[src/rtl/olPkg.sv]
package olPkg;
  localparam int WORD_W     = 32;
  localparam int HW_ADDR_W  = 16;
  localparam int ANA_ADDR_W = 6;
  localparam int ANA_DATA_W = 8;
  localparam int PAR_IDX_W  = 11;
  localparam int PAR_DATA_W = 16;
  localparam int CNT_W      = 14;
  localparam int IDX_W      = 14;
  localparam int MODE_W     = WORD_W - 4;

  typedef enum logic [2:0] {
    stIdle, stFetch, stExec, stAna2, stDone, stErr
  } olState_t;

  typedef enum logic [1:0] {
    akHw16 = 2'b00, akHw32 = 2'b01, akAna = 2'b10, akPar = 2'b11
  } arrKind_t;

  // control -> datapath strobes
  typedef struct packed {
    logic loadPtr;
    logic latchWord;
    logic stepAddr;
    logic jumpSeg;
    logic startArr;
    logic arrStep;
    logic clearFirst;
    logic hwWr;
    logic anaWr1;
    logic anaWr2;
    logic parWr;
    logic modeWr;
  } olStrobe_t;

  function automatic logic [WORD_W-1:0] regionBase(input logic [3:0] code);
    case (code)
      4'h1:    regionBase = 32'h2000_0000;
      4'h2:    regionBase = 32'h2100_0000;
      4'h3:    regionBase = 32'hA000_0000;
      default: regionBase = '0;
    endcase
  endfunction
endpackage

[src/rtl/olDatapath.sv]
module olDatapath
  import olPkg::*;
(
  input  logic                  clk,
  input  logic                  rstN,
  input  olStrobe_t             strb,
  input  logic [WORD_W-1:0]     listPtr,
  input  logic [WORD_W-1:0]     rdData,
  output logic [WORD_W-1:0]     curAddr,
  output logic [WORD_W-1:0]     entry,
  output logic                  inArr,
  output logic                  first,
  output logic                  hwWrEn,
  output logic [HW_ADDR_W-1:0]  hwWrAddr,
  output logic [WORD_W-1:0]     hwWrData,
  output logic                  hwWrWide,
  output logic                  anaWrEn,
  output logic                  anaWrCh,
  output logic [ANA_ADDR_W-1:0] anaWrAddr,
  output logic [ANA_DATA_W-1:0] anaWrData,
  output logic                  anaWrHalf,
  output logic                  parWrEn,
  output logic [PAR_IDX_W-1:0]  parWrIdx,
  output logic [PAR_DATA_W-1:0] parWrData,
  output logic                  parWrByte,
  output logic                  modeWrEn,
  output logic [MODE_W-1:0]     modeCfg
);
  arrKind_t         arrKind;
  logic [IDX_W-1:0] arrIdx;
  logic [IDX_W-1:0] arrIdxNext;
  logic [CNT_W-1:0] arrRemain;
  logic [WORD_W-1:0] segNext;

  assign segNext = regionBase(entry[7:4]) + {6'b0, entry[31:8], 2'b00};

  always_comb begin
    case (arrKind)
      akAna:   arrIdxNext = {arrIdx[IDX_W-1:ANA_ADDR_W], arrIdx[ANA_ADDR_W-1:0] + 6'd1};
      akPar:   arrIdxNext = arrIdx + 14'd2;
      default: arrIdxNext = arrIdx + 14'd1;
    endcase
  end

  always_ff @(posedge clk or negedge rstN) begin
    if (!rstN) begin
      curAddr   <= '0;
      entry     <= '0;
      inArr     <= 1'b0;
      first     <= 1'b0;
      arrKind   <= akHw16;
      arrIdx    <= '0;
      arrRemain <= '0;
    end else begin
      if (strb.loadPtr) begin
        curAddr <= listPtr;
        inArr   <= 1'b0;
        first   <= 1'b1;
      end
      if (strb.latchWord)  entry   <= rdData;
      if (strb.stepAddr)   curAddr <= curAddr + 32'd4;
      if (strb.jumpSeg)    curAddr <= segNext;
      if (strb.clearFirst) first   <= 1'b0;
      if (strb.startArr) begin
        inArr     <= 1'b1;
        arrKind   <= arrKind_t'(entry[31:30]);
        arrIdx    <= entry[15:2];
        arrRemain <= entry[29:16];
      end
      if (strb.arrStep) begin
        arrRemain <= arrRemain - 14'd1;
        arrIdx    <= arrIdxNext;
        if (arrRemain == 14'd1) inArr <= 1'b0;
      end
    end
  end

  logic elemHw, elemAna, elemPar;
  assign elemHw  = strb.arrStep && (arrKind == akHw16 || arrKind == akHw32);
  assign elemAna = strb.arrStep && (arrKind == akAna);
  assign elemPar = strb.arrStep && (arrKind == akPar);

  assign hwWrEn   = strb.hwWr || elemHw;
  assign hwWrAddr = elemHw ? {arrIdx, 2'b00} : {entry[15:2], 2'b00};
  assign hwWrWide = elemHw && (arrKind == akHw32);
  assign hwWrData = !elemHw            ? {16'b0, entry[31:16]} :
                    (arrKind == akHw32) ? entry : {16'b0, entry[15:0]};

  assign anaWrEn   = strb.anaWr1 || strb.anaWr2 || elemAna;
  assign anaWrCh   = elemAna ? arrIdx[7] : entry[31];
  assign anaWrHalf = elemAna ? arrIdx[6] : entry[30];
  assign anaWrAddr = elemAna ? arrIdx[ANA_ADDR_W-1:0] :
                     strb.anaWr2 ? entry[15:10] : entry[29:24];
  assign anaWrData = elemAna ? entry[7:0] :
                     strb.anaWr2 ? entry[9:2] : entry[23:16];

  assign parWrEn   = strb.parWr || elemPar;
  assign parWrIdx  = elemPar ? arrIdx[PAR_IDX_W-1:0] : entry[14:4];
  assign parWrData = elemPar ? entry[15:0] : entry[31:16];
  assign parWrByte = !elemPar && entry[15];

  assign modeWrEn = strb.modeWr;
  assign modeCfg  = entry[31:4];
endmodule

[src/rtl/olControl.sv]
module olControl
  import olPkg::*;
#(
  parameter int MAX_ARRAY_LEN = 64
)(
  input  logic              clk,
  input  logic              rstN,
  input  logic              start,
  input  logic              ptrNull,
  input  logic              rdValid,
  input  logic [WORD_W-1:0] entry,
  input  logic              inArr,
  input  logic              first,
  output olStrobe_t         strb,
  output logic              rdReq,
  output logic              busy,
  output logic              done,
  output logic              error
);
  localparam logic [CNT_W-1:0] MAX_CNT = CNT_W'(MAX_ARRAY_LEN);

  olState_t state, stateNext;
  logic [CNT_W-1:0] cnt;
  logic unusedBits;

  assign cnt        = entry[29:16];
  assign unusedBits = ^{entry[31:30], entry[9:8]};

  always_comb begin
    strb      = '0;
    stateNext = state;
    case (state)
      stIdle, stDone, stErr: begin
        if (start) begin
          if (ptrNull) stateNext = stDone;
          else begin
            strb.loadPtr = 1'b1;
            stateNext    = stFetch;
          end
        end
      end
      stFetch: begin
        if (rdValid) begin
          strb.latchWord = 1'b1;
          stateNext      = stExec;
        end
      end
      stExec: begin
        stateNext = stFetch;
        if (inArr) begin
          strb.arrStep  = 1'b1;
          strb.stepAddr = 1'b1;
        end else begin
          case (entry[1:0])
            2'b00: begin
              strb.hwWr       = 1'b1;
              strb.stepAddr   = 1'b1;
              strb.clearFirst = 1'b1;
            end
            2'b01: begin
              if (cnt == '0 || cnt > MAX_CNT) stateNext = stErr;
              else begin
                strb.startArr   = 1'b1;
                strb.stepAddr   = 1'b1;
                strb.clearFirst = 1'b1;
              end
            end
            2'b10: begin
              strb.anaWr1     = 1'b1;
              strb.stepAddr   = 1'b1;
              strb.clearFirst = 1'b1;
              if (entry[15:10] != '0) stateNext = stAna2;
            end
            default: begin
              case (entry[3:2])
                2'b00: begin
                  strb.parWr      = 1'b1;
                  strb.stepAddr   = 1'b1;
                  strb.clearFirst = 1'b1;
                end
                2'b01: begin
                  if (first) begin
                    strb.modeWr     = 1'b1;
                    strb.stepAddr   = 1'b1;
                    strb.clearFirst = 1'b1;
                  end else stateNext = stErr;
                end
                2'b10: stateNext = stErr;
                default: begin
                  case (entry[7:4])
                    4'h0, 4'hF: stateNext = stDone;
                    4'h1, 4'h2, 4'h3: begin
                      strb.jumpSeg    = 1'b1;
                      strb.clearFirst = 1'b1;
                    end
                    default: stateNext = stErr;
                  endcase
                end
              endcase
            end
          endcase
        end
      end
      stAna2: begin
        strb.anaWr2 = 1'b1;
        stateNext   = stFetch;
      end
      default: stateNext = stIdle;
    endcase
  end

  always_ff @(posedge clk or negedge rstN) begin
    if (!rstN) state <= stIdle;
    else       state <= stateNext;
  end

  assign rdReq = (state == stFetch);
  assign busy  = (state == stFetch) || (state == stExec) || (state == stAna2);
  assign done  = (state == stDone);
  assign error = (state == stErr);
endmodule

[src/rtl/ovrListWalker.sv]
module ovrListWalker
  import olPkg::*;
#(
  parameter int MAX_ARRAY_LEN = 64
)(
  input  logic        clk,
  input  logic        rstN,
  input  logic        start,
  input  logic [31:0] listPtr,
  output logic        rdReq,
  output logic [31:0] rdAddr,
  input  logic        rdValid,
  input  logic [31:0] rdData,
  output logic        hwWrEn,
  output logic [15:0] hwWrAddr,
  output logic [31:0] hwWrData,
  output logic        hwWrWide,
  output logic        anaWrEn,
  output logic        anaWrCh,
  output logic [5:0]  anaWrAddr,
  output logic [7:0]  anaWrData,
  output logic        anaWrHalf,
  output logic        parWrEn,
  output logic [10:0] parWrIdx,
  output logic [15:0] parWrData,
  output logic        parWrByte,
  output logic        modeWrEn,
  output logic [27:0] modeCfg,
  output logic        busy,
  output logic        done,
  output logic        error
);
  olStrobe_t         strb;
  logic [WORD_W-1:0] entry;
  logic              inArr;
  logic              first;
  logic              ptrNull;

  assign ptrNull = (listPtr == '0);

  olControl #(.MAX_ARRAY_LEN(MAX_ARRAY_LEN)) i_control (
    .clk(clk), .rstN(rstN), .start(start), .ptrNull(ptrNull),
    .rdValid(rdValid), .entry(entry), .inArr(inArr), .first(first),
    .strb(strb), .rdReq(rdReq), .busy(busy), .done(done), .error(error)
  );

  olDatapath i_datapath (
    .clk(clk), .rstN(rstN), .strb(strb), .listPtr(listPtr), .rdData(rdData),
    .curAddr(rdAddr), .entry(entry), .inArr(inArr), .first(first),
    .hwWrEn(hwWrEn), .hwWrAddr(hwWrAddr), .hwWrData(hwWrData), .hwWrWide(hwWrWide),
    .anaWrEn(anaWrEn), .anaWrCh(anaWrCh), .anaWrAddr(anaWrAddr),
    .anaWrData(anaWrData), .anaWrHalf(anaWrHalf),
    .parWrEn(parWrEn), .parWrIdx(parWrIdx), .parWrData(parWrData),
    .parWrByte(parWrByte), .modeWrEn(modeWrEn), .modeCfg(modeCfg)
  );
endmodule

[config.mk]
export PLATFORM = sky130hd
export DESIGN_NAME = ovrListWalker
export DESIGN_NICKNAME = d
export VERILOG_FILES = /design/src/rtl/olPkg.sv /design/src/rtl/olDatapath.sv /design/src/rtl/olControl.sv /design/src/rtl/ovrListWalker.sv
export SDC_FILE = /design/constraint.sdc
export NUM_CORES = 1
export LEC_CHECK = 0
export CORE_MARGIN = 4
export CORE_UTILIZATION = 43
export CTS_BUF_LIST = sky130_fd_sc_hd__clkbuf_8
export DETAILED_ROUTE_END_ITERATION = 16
export PLACE_DENSITY = 0.76
export SYNTH_ARGS = -nofsm -noshare
export SYNTH_HDL_FRONTEND = slang
export SYNTH_SLANG_ARGS = --single-unit
[constraint.sdc]
create_clock -name clk -period 3.4 [get_ports clk]
set_input_delay 0.68 -clock clk [delete_from_list [all_inputs] [get_ports clk]]
set_output_delay 0.68 -clock clk [all_outputs]
set_load 0.05 [all_outputs]
# [Word level (Yosys, flattened, before mapping)]
# Index checks and enable logic that the tools add are counted.
[classes] addsub=6 magnitude_cmp=1 reduce_logical=33 n_mul=0 eq_ne=20 muxes=65 div_mod_pow=0 bitwise_logic=0 shift=0
[ops] op="32-bit two-way mux" n=5
[ops] op="32-bit case mux with 3 select lines" n=1
[ops] op="14-bit two-way mux" n=4
[ops] op="32-bit by 26-bit adder with 32-bit output" n=1
[ops] op="32-bit by 3-bit adder with 32-bit output (second input constant)" n=1
[ops] op="32-bit logical NOT" n=1
[ops] op="16-bit two-way mux" n=2
[ops] op="14-bit case mux with 2 select lines" n=1
[ops] op="1-bit two-way mux" n=26
[ops] op="3-bit two-way mux" n=7
[ops] op="3-bit case mux with 3 select lines" n=2
[ops] op="8-bit two-way mux" n=2
[ops] op="14-bit by 1-bit adder with 14-bit output (second input constant)" n=1
[ops] op="14-bit by 2-bit adder with 14-bit output (second input constant)" n=1
[ops] op="14-bit by 1-bit == test with 1-bit output (second input constant)" n=1
[ops] op="14-bit by 7-bit > comparator with 1-bit output (second input constant)" n=1
[ops] op="14-bit logical NOT" n=1
[ops] op="14-bit by 1-bit subtractor with 14-bit output (second input constant)" n=1
[ops] op="6-bit two-way mux" n=2
[ops] op="3-bit case mux with 4 select lines" n=1
[ops] op="3-bit OR reduction" n=4
[ops] op="11-bit two-way mux" n=1
[ops] op="2-bit two-way mux" n=5
[ops] op="2-bit == test (second input constant)" n=4
[ops] op="other kinds (25)" n=49
[word_totals] mem_bits_ro=0 out_inout_bits=161 mem_bits_rw=0 latchBits=0 elab_cells=134 ff_bits=99 inputBits=68 mem_count=0

# [Longest topological paths before layout]
[logic_depth] word_depth=10 depth_mapped=10 mapped_depth_nobuf=8

# [By module]
# From an unflattened synthesis, not the netlist that was laid out.
[unflattened] hier_cells=886 hier_area_um2=7684.9
[modules_own_cells] mod="olDatapath" instances=1 cells_per_inst=817 seq_area_each_um2=2402.3 area_per_inst_um2=7206.9
[modules_own_cells] mod="olControl" instances=1 cells_per_inst=58 seq_area_each_um2=75.1 area_per_inst_um2=405.4
[modules_own_cells] mod="ovrListWalker" instances=1 cells_per_inst=11 seq_area_each_um2=0.0 area_per_inst_um2=72.6

# [Worst setup path before layout]
# OpenSTA, ideal clock, no wires.
[synth_timing] kind="reg-to-output" startpoint="register i_control.state[0]" endpoint="output anaWrAddr[1]" t_required_ps=2720 slack_ps=176 arrival_ps=2544 path_buffers=2 stages_incl_launch_ff=7 path_cell_list="dfrtp_1 > clkbuf_1 > nor2b_1 > nand2_1 > clkbuf_1 > mux2i_1 > o21ai_0"
[synth_via] elab_chain_len=4 word_cells_on_any_way=7 classes_between="2 x eq/ne; 4 x mux; 1 x reduce/logical"
[synth_lines] item="from (decl)" line_no="olControl.sv:22" rtl="olState_t state, stateNext;"
[synth_lines] item="from (signal assigned)" line_no="olControl.sv:113" rtl="if (!rstN) state <= stIdle;"
[synth_lines] item="from (signal assigned)" line_no="olControl.sv:114" rtl="else state <= stateNext;"
[synth_lines] item="3-bit by 2-bit == test with 1-bit output" line_no="olControl.sv:32" rtl="case (state)"
[synth_lines] item="1-bit two-way mux / 7-bit two-way mux (equally long branches)" line_no="olControl.sv:32"
[synth_lines] item="6-bit two-way mux / 1-bit logical AND (equally long branches)" line_no="olDatapath.sv:93, olDatapath.sv:80"
[synth_lines] item="6-bit two-way mux (*)" line_no="olDatapath.sv:92" rtl="assign anaWrAddr = elemAna ? arrIdx[ANA_ADDR_W-1:0] :"
[synth_lines] item="to (decl)" line_no="ovrListWalker.sv:20" rtl="output logic [5:0] anaWrAddr,"
# Every way passes the cells marked *; elsewhere a longest branch is shown, timed or not.

# [Final worst setup path]
[layout_timing] startpoint="register i_control.state[1]" endpoint="output modeWrEn"
[layout_via] elab_chain_len=2
[layout_lines] item="3-bit by 2-bit == test with 1-bit output" line_no="olControl.sv:32"
[layout_lines] item="2-bit two-way mux" line_no="olControl.sv:32"
[layout_lines] item="to (decl)" line_no="ovrListWalker.sv:27" rtl="output logic modeWrEn,"
# Every way passes these cells.

==> results.toml <==
[sta]
rsz0062_at_grt = "no"
whs_ns = 0.3003
hold_viol = 0
period_share_pct = 92.32
worstMarginPinSlew_ns = 1.135
slew_headroom_pct = 23.80
final.setup.tns_ns = 0
fin_crit_ns = 3.139
clock_skew_ns = 0.01108
slew_violations = 0
finalSetupViolations = 0
max_freq_mhz = 318.6

[clocking]
clk_path_buf_depth = 2
clockRootBuffer = "clkbuf_8"
clk_latency_ns = 0.39
cts_inserted_buffers = 9
cts_resized = 0
cts_setup_buffers = 0
clk_pin_slew_ns = 0.10
clkSinkCount = 99
holdBufCountCts = 0
htreeDepth = 3
cts_tree = "done"

[worst_setup_path]
crit_fanout = 13
r2r_start = "i_control.state[1]"
cp-start-kind = "flop"
critPathKind = "reg2out"
end_kind = "output pin"
rrSetupSlack_ns = 0.38
reg2regPathDepth = 6
worstPathArrival_ns = 2.46
cp.required_ns = 2.72
r2r_end = "i_datapath.curAddr[16]"

[yosys]
synth_top_cells_by_count = "nand2_1 (110), dfrtp_1 (99), mux2_2 (82), o21ai_0 (60), nor2_1 (54)"
syn_area_um2 = 7353
ys_types = 79
seq_area_frac_synth_pct = 33.69
yosys.area.top_type_share_pct = 33.69
ys.flop_type = "dfrtp_1"
synth_area_leaders = "dfrtp_1 (34%), mux2_2 (13%), nand2_1 (5.6%)"
ys_warn_count = 0
yosysMostFrequentCell = "nand2_1"
synth-seq-cells = 99
synth_top_cell_by_area = "dfrtp_1"
postSynthAreaPerCell_um2 = 8.590
synth_edf_count = 0
syn_inst = 856
synthArstFlopShare_pct = 100.0

[global_routing]
grt_pass1_wl_um = 44040
grt.met2_usage_pct = 45.77
grt_overflow = 0
met3_usage_pct = 6.724
grtUsageMet1_pct = 39.31
grt_pass1_vias = 7608
grt_max_degree = 53
antenna_found_initial = 1
grt_usage_pct = 28.76
busiest_layer = "met2"

[pwr]
power_density_nw_per_um2 = 1124
power_frac_clock_pct = 7.0
p_sw_uw = 6583
ir_drop_v = 0.0008119
pwr-share-comb_pct = 72.7
total_leakage_power_uw = 0.004286
p_int_uw = 5012
seq_power_share_pct = 20.3
power_uw = 11590
netSwitchingFraction_pct = 56.77

[die]
die_y_um = 138.8
io_pins = 229
dieWidth_um = 138.8
dieArea_um2 = 19260
coreArea_um2 = 16640
initial_core_util_pct = 44.18
rows = 47

[finish]
seq_area_um2 = 2477
multi_input_area_um2 = 4355
area.growth.synth_to_final_pct = 40.33
post-route-util_pct = 62.00
drive_gt1_share_pct = 25.68
nFillCells = 1414
antenna_cells = 0
nets = 1129

[drt]
first_pass_iters = 5
totalWireLength_um = 28620
wl_per_cell_um = 22.38
vias_per_cell = 6.228
drcViolationCount = 0
dr_total_vias = 7965
drt_iter0_drc = 1002
antenna_left = 0

[run]
cap_violations = 0

[placement]
io_buffer_count = 226
hpwl_um = 21000
place_congestion = 0.9400

[hold_path]
hp-class = "in2async"

[status]
status = "finished clean"
## stage by stage
step	setup slack (ns)	area [um2]	instances
6_report	0.2613	10320	1279
4_1_cts	0.2857	10320	1279
3_5_place_dp	0.3555	10110	1263
3_3_place_gp	0.3886	10110	1263
2_1_floorplan	0.1758	7357	857
5_1_grt	0.1226	10320	1279
## cell type report
cell class,count,area share (%)
flip-flops and latches,99,24.01
well taps,220,2.668
repair buffers,278,28.59
multi-input cells,651,42.21
clock buffers,11,1.467
clock inverters,5,0.5093
inverters,15,0.5457
## placed cells by master, fill, tap and decap left out, types with 4 or more instances in the layout
master / n
a211oi_1: 5
a21o_1: 4
a21oi_1: 39
a221o_1: 4
a221oi_1: 4
a22oi_1: 10
a31oi_1: 18
and2_1: 8
and3_1: 29
and4_1: 11
buf_12: 43
buf_4: 105
clkbuf_8: 11
clkdlybuf4s50_1: 130
dfrtp_1: 99
ha_1: 7
inv_1: 16
mux2_2: 82
mux2i_1: 11
nand2_1: 110
nand2b_1: 5
nand3_1: 19
nand4_1: 12
nor2_1: 52
nor2b_1: 4
nor3_1: 16
nor3b_1: 4
nor4_1: 22
o211ai_1: 9
o21a_1: 4
o21ai_0: 60
o21ai_1: 5
o221ai_1: 4
o32ai_1: 4
xnor2_1: 4
xor2_1: 8
## cells by family after synthesis
group	Yosys count	share of synthesized area, %
buffers and inverters	107	7.317
AOI/OAI and AO/OA	216	19.84
muxes	93	14.05
xor gates and xnor gates	12	1.429
other	1	0.05100
DFF	99	33.69
adders and majority gates	7	1.191
and+or+nand+nor	321	22.43
## flip-flops by register name, indices dropped and copies added (netlist names)
name and count:
i_datapath.curAddr 32, i_datapath.first 1, i_datapath.arrKind 2, i_control.state 3
i_datapath.inArr 1, i_datapath.arrRemain 14, i_datapath.arrIdx 14, i_datapath.entry 32
## power groups by stage
| stage | sequential [uW] | clock (uW) | combinational [uW] |
|---|---|---|---|
| after detailed placement | 2360 | 0 | 8400 |
| after floorplan | 2760 | 0 | 4830 |
| after global routing | 2420 | 859 | 8780 |
| final | 2360 | 811 | 8430 |
| after CTS | 2330 | 820 | 8420 |
| after global placement | 2340 | 0 | 8330 |
## critical path, stage by stage (launching register included)
cell and delay, ns:
dfrtp_1 0.58, or4b_2 0.70, nor2_1 0.29, and4_1 0.29, buf_4 0.22
## metal layers
metal,routed length [um],vias to the layer above
met5,0,-
met4,705,0
met3,2769,49
met2,13180,475
met1,11970,3902
li1,-,3539
## how the worst max path moves through the flow
stage                            start                      to  depth (start not counted)
CTS                 i_control.state[0]                modeWrEn                          4
detailed placement          listPtr[7]  i_datapath.curAddr[16]                          8
global route        i_control.state[1]  i_datapath.curAddr[16]                          6
global placement            listPtr[7]  i_datapath.curAddr[16]                          8
floorplan           i_control.state[0]            anaWrAddr[1]                          6
finish              i_control.state[1]                modeWrEn                          4
Note: power is estimated with default switching activity, not from simulation.
